[src/rtl/cc_pkg.sv]
package cc_pkg;
  localparam int BYTE_W = 8;
  localparam logic [7:0] ADDR_B0   = 8'h1A;
  localparam logic [7:0] ADDR_B1   = 8'h1B;
  localparam logic [7:0] ADDR_STAT = 8'h1C;
  localparam int NFIELD = 2;
  // status bit positions: field f valid at 2f, ready at 2f+1
  localparam int ST_VAL = 0;
  localparam int ST_RDY = 1;
endpackage

[src/rtl/cc_parity_fmt.sv]
module cc_parity_fmt
  import cc_pkg::*;
(
  input  logic [BYTE_W-1:0] raw,
  output logic [BYTE_W-1:0] fmt
);
  // odd parity over all bits: MSB set when count of ones is odd
  always_comb begin
    fmt = {^raw, raw[BYTE_W-2:0]};
  end
endmodule

[src/rtl/cc_field_track.sv]
module cc_field_track #(
  parameter int MISS_LIMIT = 2,
  localparam int CNT_W = (MISS_LIMIT < 2) ? 1 : $clog2(MISS_LIMIT + 1)
) (
  input  logic clk,
  input  logic rst,
  input  logic hit,
  input  logic frame_tick,
  input  logic clr_rdy,
  output logic valid_o,
  output logic ready_o
);
  logic [CNT_W-1:0] miss_q;

  always_ff @(posedge clk) begin
    if (rst) begin
      valid_o <= 1'b0;
      miss_q  <= '0;
    end else if (hit) begin
      valid_o <= 1'b1;
      miss_q  <= '0;
    end else if (frame_tick && valid_o) begin
      if (miss_q == CNT_W'(MISS_LIMIT - 1)) begin
        valid_o <= 1'b0;
        miss_q  <= '0;
      end else begin
        miss_q <= miss_q + 1'b1;
      end
    end
  end

  always_ff @(posedge clk) begin
    if (rst)          ready_o <= 1'b0;
    else if (hit)     ready_o <= 1'b1;
    else if (clr_rdy) ready_o <= 1'b0;
  end
endmodule

[src/rtl/cc_capture_regs.sv]
module cc_capture_regs
  import cc_pkg::*;
#(
  parameter int MISS_LIMIT = 2
) (
  input  logic       clk,
  input  logic       rst,
  input  logic       ln_stb,
  input  logic       ln_ok,
  input  logic       ln_field,
  input  logic [7:0] ln_b0,
  input  logic [7:0] ln_b1,
  input  logic       frame_tick,
  input  logic       rd_en,
  input  logic [7:0] rd_addr,
  output logic [7:0] rd_data
);
  logic             good;
  logic [NFIELD-1:0] hit;
  logic [NFIELD-1:0] f_valid, f_ready;
  logic [7:0]        fmt_b0, fmt_b1;
  logic [7:0]        reg_b0, reg_b1;
  logic [7:0]        stat;
  logic              stat_rd;

  assign good    = ln_stb && ln_ok;
  assign stat_rd = rd_en && (rd_addr == ADDR_STAT);

  cc_parity_fmt u_p0 (.raw(ln_b0), .fmt(fmt_b0));
  cc_parity_fmt u_p1 (.raw(ln_b1), .fmt(fmt_b1));

  for (genvar f = 0; f < NFIELD; f++) begin : g_fld
    assign hit[f] = good && (ln_field == 1'(f));
    cc_field_track #(.MISS_LIMIT(MISS_LIMIT)) u_trk (
      .clk(clk), .rst(rst), .hit(hit[f]), .frame_tick(frame_tick),
      .clr_rdy(stat_rd), .valid_o(f_valid[f]), .ready_o(f_ready[f])
    );
  end

  always_ff @(posedge clk) begin
    if (rst) begin
      reg_b0 <= '0;
      reg_b1 <= '0;
    end else if (good) begin
      reg_b0 <= fmt_b0;
      reg_b1 <= fmt_b1;
    end
  end

  always_comb begin
    stat = '0;
    for (int f = 0; f < NFIELD; f++) begin
      stat[2*f+ST_VAL] = f_valid[f];
      stat[2*f+ST_RDY] = f_ready[f];
    end
  end

  always_ff @(posedge clk) begin
    if (rst) rd_data <= '0;
    else if (rd_en) begin
      unique case (rd_addr)
        ADDR_B0:   rd_data <= reg_b0;
        ADDR_B1:   rd_data <= reg_b1;
        ADDR_STAT: rd_data <= stat;
        default:   rd_data <= '0;
      endcase
    end
  end
endmodule

[config.mk]
export PLATFORM = sky130hd
export DESIGN_NAME = cc_capture_regs
export DESIGN_NICKNAME = d
export VERILOG_FILES = /design/src/rtl/cc_pkg.sv /design/src/rtl/cc_parity_fmt.sv /design/src/rtl/cc_field_track.sv /design/src/rtl/cc_capture_regs.sv
export SDC_FILE = /design/constraint.sdc
export NUM_CORES = 1
export LEC_CHECK = 0
export ABC_AREA = 1
export BUFFER_PORTS_ARGS = -buffer_cell sky130_fd_sc_hd__buf_4
export CORE_UTILIZATION = 53
export DETAILED_ROUTE_END_ITERATION = 7
export PLACE_DENSITY = 0.81
export SLEW_MARGIN = 40
export SYNTH_ARGS = -nofsm -noshare
export SYNTH_HDL_FRONTEND = slang
export SYNTH_SLANG_ARGS = --single-unit
[constraint.sdc]
create_clock -name clk -period 1 [get_ports clk]
set_input_delay 0.05 -clock clk [delete_from_list [all_inputs] [get_ports clk]]
set_output_delay 0.05 -clock clk [all_outputs]
set_load 0.02 [all_outputs]
After elaboration in Yosys (flattened, before gate mapping):

Cells that the tools add are included.

* bits in registers: 32
* bits in latches: 0
* bits in writable memories: 0
* ROM bits: 0
* bits of input ports: 31
* output and inout port bits: 8
* logic and storage cells: 47
* memories: 0

* $add $sub $neg: 2
* multiply operators: 0
* divide/modulo/power cells: 0
* magnitude comparators: 0
* equal/unequal tests: 5
* shifts and indexed selects: 0
* multiplexer cells: 12
* bitwise gates (word level): 1
* reduce and logical (&&, ||, !) cells: 18

Operator list (count)
* $eq 8x5->1 const B: 3
* $pmux 8 s3: 1
* $reduce_xor 8->1: 2
* $reduce_bool 2->1: 6
* $mux 1: 9
* $logic_and 1x1->1: 6
* $add 2x1->2 const B: 2
* $eq 2x1->1 const B: 2
* $mux 2: 2
* $reduce_and 2->1: 2
* $reduce_or 2->1: 2
* $not 1->1: 1

Logic depth before layout (Yosys ltp):

* word-level depth: 4
* mapped depth: 10
* depth with buffers taken out: 10

Cells and area by module:

Synthesis repeated with hierarchy kept, for this count alone.

* cell total of the unflattened synthesis: 304
* area total of the unflattened synthesis: 1864.3 um^2

By module, submodules not included
* cc_capture_regs: times used 1, cells each 156, area an instance 1108.6 um^2, seq. area each 480.5 um^2
* cc_parity_fmt: times used 2, cells each 54, area an instance 229.0 um^2, seq. area each 0.0 um^2
* cc_field_track: times used 2, cells each 20, area an instance 148.9 um^2, seq. area each 80.1 um^2

Worst setup path before layout:

OpenSTA, ideal clock, no wires.

* path kind: flip-flop to flip-flop
* from: reg g_fld[0].u_trk.valid_o
* to: reg g_fld[0].u_trk.valid_o
* library setup time: 0.120 ns
* arrival time: 0.663 ns
* required time: 0.880 ns
* path slack: 0.217 ns
* stages on the path, launching flop included: 6
* buffers on the path: 0
* period minus slack after synthesis: 0.783 ns
* cells stage by stage: dfxtp_1 > nand2_1 > nor2_1 > inv_1 > o21ai_1 > a21oi_1

* cells in the longest elaborated chain, start to end: 3

RTL lines
* start, declared: line cc_field_track.sv:10 `output logic valid_o,`
* start signal, assigned: line cc_field_track.sv:17 `valid_o <= 1'b0;`
* start signal, assigned: line cc_field_track.sv:20 `valid_o <= 1'b1;`
* start signal, assigned: line cc_field_track.sv:24 `valid_o <= 1'b0;`
* $logic_and 1x1->1: line cc_field_track.sv:22 `end else if (frame_tick && valid_o) begin`
* $reduce_bool 2->1 (no line)
* $reduce_and 2->1 (no line)

Every way passes these cells.
A chain may end at the register's enable or synchronous reset.

Final worst setup path:

* from: reg g_fld[1].u_trk.valid_o
* to: reg g_fld[1].u_trk.valid_o

* cells in the longest elaborated chain, start to end: 3

RTL lines (line)
* start, declared: cc_field_track.sv:10
* start signal, assigned: cc_field_track.sv:17
* start signal, assigned: cc_field_track.sv:20
* start signal, assigned: cc_field_track.sv:24
* $logic_and 1x1->1: cc_field_track.sv:22
* $reduce_bool 2->1 (no line)
* $reduce_and 2->1 (no line)

Every way passes these cells.

==> impl_results.md <==
- Initial drt markers: 36
- Ys Warns: 0
- Crit path launch type: flop
- Syn nets: 270
- Area of placed instances: 0.00196 mm2
- Yosys reg bits: 32
- Post-route cell area: 0.00227 mm2
- Worst-case clock skew: 13.9 ps
- Leakage: 1.08 nW
- DIE AREA: 0.00337 mm2
- H-tree depth: 2
- Setup CP Type: reg -> reg
- Worst-margin pin slew: 267 ps
- PwrDens: 1270 mW/mm2
- Routed len/inst: 11.9 um
- Clk_lat worst skew: 340 ps
- TritonCTS buffer count: 5
- Area growth syn-to-layout: 36.8%
- Switch share: 27.2%
- VDD IR max: 1.00 mV
- Post-synth cell types: 20
- Period utilization: 89.9%
- Setup TNS: 0 ps
- CTS tree: done
- DRT Pass-1 Iters: 8
- Antenna cells: 0
- Max Freq: 1110 MHz
- Synth Instances: 239
- Post-Syn Area per Cell: 6.96 um2
- Fin nets: 321
- Critical path fanouts, max: 3
- Initial antenna violation count: 0
- Reg area: 641 um2
- Pint: 2.11 mW
- I/O pin total: 39
- Hold WC Path Type: in -> reg
- Critical Path AT: 1140 ps
- Sw power: 789 uW
- Hold violation total from the final report: 0
- Dpl hpwl: 2470 um
- Grt ovf: 0
- Outcome: finished with violations
- Num rows: 19
- # DRC: 1
- Bufs on Longest Clock Path: 2
- Setup violators final: 0
- Failing checks: DRC
- Post-CTS setup buffers: 0
- Slew headroom: 82.2%
- Seq pwr share: 47.1%
- Antenna-violating nets left: 0
- Final min period: 899 ps
- Multi-input gate area: 978 um2
- RSZ-0062 raised after global routing: false
- Global-route wire length before repair: 6330 um
- Number of max-cap violations: 0
- Via/cell ratio: 5.05
- Clock slew at reported path FFs: 110 ps
- Design Power: 2.90 mW
- CTS root buf: clkbuf_4
- Layout cells sized above 1: 24.7%
- Largest net degree at the start of global routing: 22
- Critical Path Sink Type: flop
- GP Congestion: 0.761
- Sequential area share after synthesis: 38.5%
- Wirelength, routed: 3820 um
- Logic pwr share: 18.8%
- Pins over their slew limit: 0
- CTS sink count: 32
- Vias in the first global route: 1531
- Die Height: 58.0 um
- IO buf count: 38
- Clock group share of total power: 34.2%
- Worst Path Required: 1240 ps
- Die width: 58.0 um
- Fill count: 219
- Final hold slack: 15.4 ps
- Netlist Area Pre-Place: 0.00166 mm2
- Total GRT Usage: 25.2%
- DR vias: 1627
- Total core area: 0.00285 mm2
- Initial core utilization: 58.3%
## worst max-delay path, stage by stage, from the launching register on
cell     delay, ps
dfxtp_1        390
nand2_1         60
inv_1           70
nand2_1         80
o21ai_1        130
a21oi_1         70
## worst paths after layout
path,start,end,slack [ps],cells past startpoint
worst min-delay path,frame_tick,g_fld[0].u_trk.miss_q[0]$_SDFFE_PP0P_,20,3
worst max register to register,g_fld[1].u_trk.valid_o$_SDFFE_PP0P_,g_fld[1].u_trk.valid_o$_SDFFE_PP0P_,100,5
worst max-delay path,g_fld[1].u_trk.valid_o$_SDFFE_PP0P_,g_fld[1].u_trk.valid_o$_SDFFE_PP0P_,100,5
worst min register to register,g_fld[0].u_trk.miss_q[1]$_SDFFE_PP0P_,g_fld[0].u_trk.miss_q[1]$_SDFFE_PP0P_,440,2
## timing repair
action / in CTS / in global routing
hold buffers: 15 / 0
gates resized for setup: 0 / 21
hold endpoints to repair: 16 / 0
endpoints found under the setup margin: 0 / 2
## state kept, by name, indices dropped and copies added (netlist names)
register             cells
g_fld.u_trk.miss_q       4
rd_data                  8
g_fld.u_trk.valid_o      2
reg_b0                   8
g_fld.u_trk.ready_o      2
reg_b1                   8
## Yosys cell counts
cell type,number,area (um2)
nand3_1,28,140
nor2_1,33,124
nand2_2,1,6.26
buf_2,4,20.0
o21ai_0,2,10.0
inv_1,15,56.3
o21ai_1,14,70.1
nor2_4,3,33.8
dfxtp_1,32,641
clkbuf_4,1,7.51
xor2_1,7,61.3
xnor2_1,7,61.3
buf_12,1,20.0
buf_6,2,22.5
inv_2,4,15.0
nor3b_1,1,7.51
a21oi_1,7,35.0
nor2_2,1,6.26
a21oi_2,8,70.1
nand2_1,68,255
## layout make-up
| class | instances | share of cell area [%] |
|---|---|---|
| multi-input cells | 180 | 43.0 |
| inverters | 19 | 3.14 |
| clock inverters | 3 | 1.87 |
| clock buffers | 5 | 1.65 |
| repair buffers | 52 | 20.5 |
| flip-flops and latches | 32 | 28.2 |
| well taps | 31 | 1.71 |
## cell usage in the layout (no fill, tap or decap), drive strengths merged
master / netlist / final
bufinv: 0 / 1
a21oi: 15 / 15
dlymetal6s4s: 0 / 7
clkinv: 0 / 1
o21ai: 16 / 16
clkbuf: 1 / 5
dlygate4sd3: 0 / 8
xnor2: 7 / 7
nand2: 69 / 69
xor2: 7 / 7
nor2: 37 / 37
buf: 7 / 37
dfxtp: 32 / 32
nand3: 28 / 28
clkinvlp: 0 / 1
inv: 19 / 19
nor3b: 1 / 1
## cell families after synthesis
kind of cell	after synthesis	synth area share [%]
flip-flops	32	38.5
buffers and inverters	27	8.50
AO/OA/AOI/OAI	31	11.1
AND/OR/NAND/NOR	135	34.5
XOR/XNOR	14	7.37
## power by group through the flow
stage	sequential [mW]	clock [mW]	combinational, mW
2_1_floorplan	1.38	0	0.280
3_3_place_gp	1.39	0	0.429
3_5_place_dp	1.39	0	0.438
4_1_cts	1.36	0.999	0.485
5_1_grt	1.37	1.05	0.603
6_report	1.36	0.990	0.545
## per-stage QoR
stage	util (%)	setup WS, ps	std cells
global route	79.7	17.1	322
floorplan	-	217	239
global placement	68.7	60.3	304
detailed placement	68.7	47.7	304
CTS	76.8	5.22	327
finish	79.7	101	322
## routing by layer
layer	up-vias	global-route usage (%)	wire length, um
li1	862	-	-
met1	723	29.0	1700
met2	35	45.2	1930
met3	7	7.37	135
met4	0	7.14	52
met5	-	0	0
No activity file was read; power rests on OpenSTA's default activity.
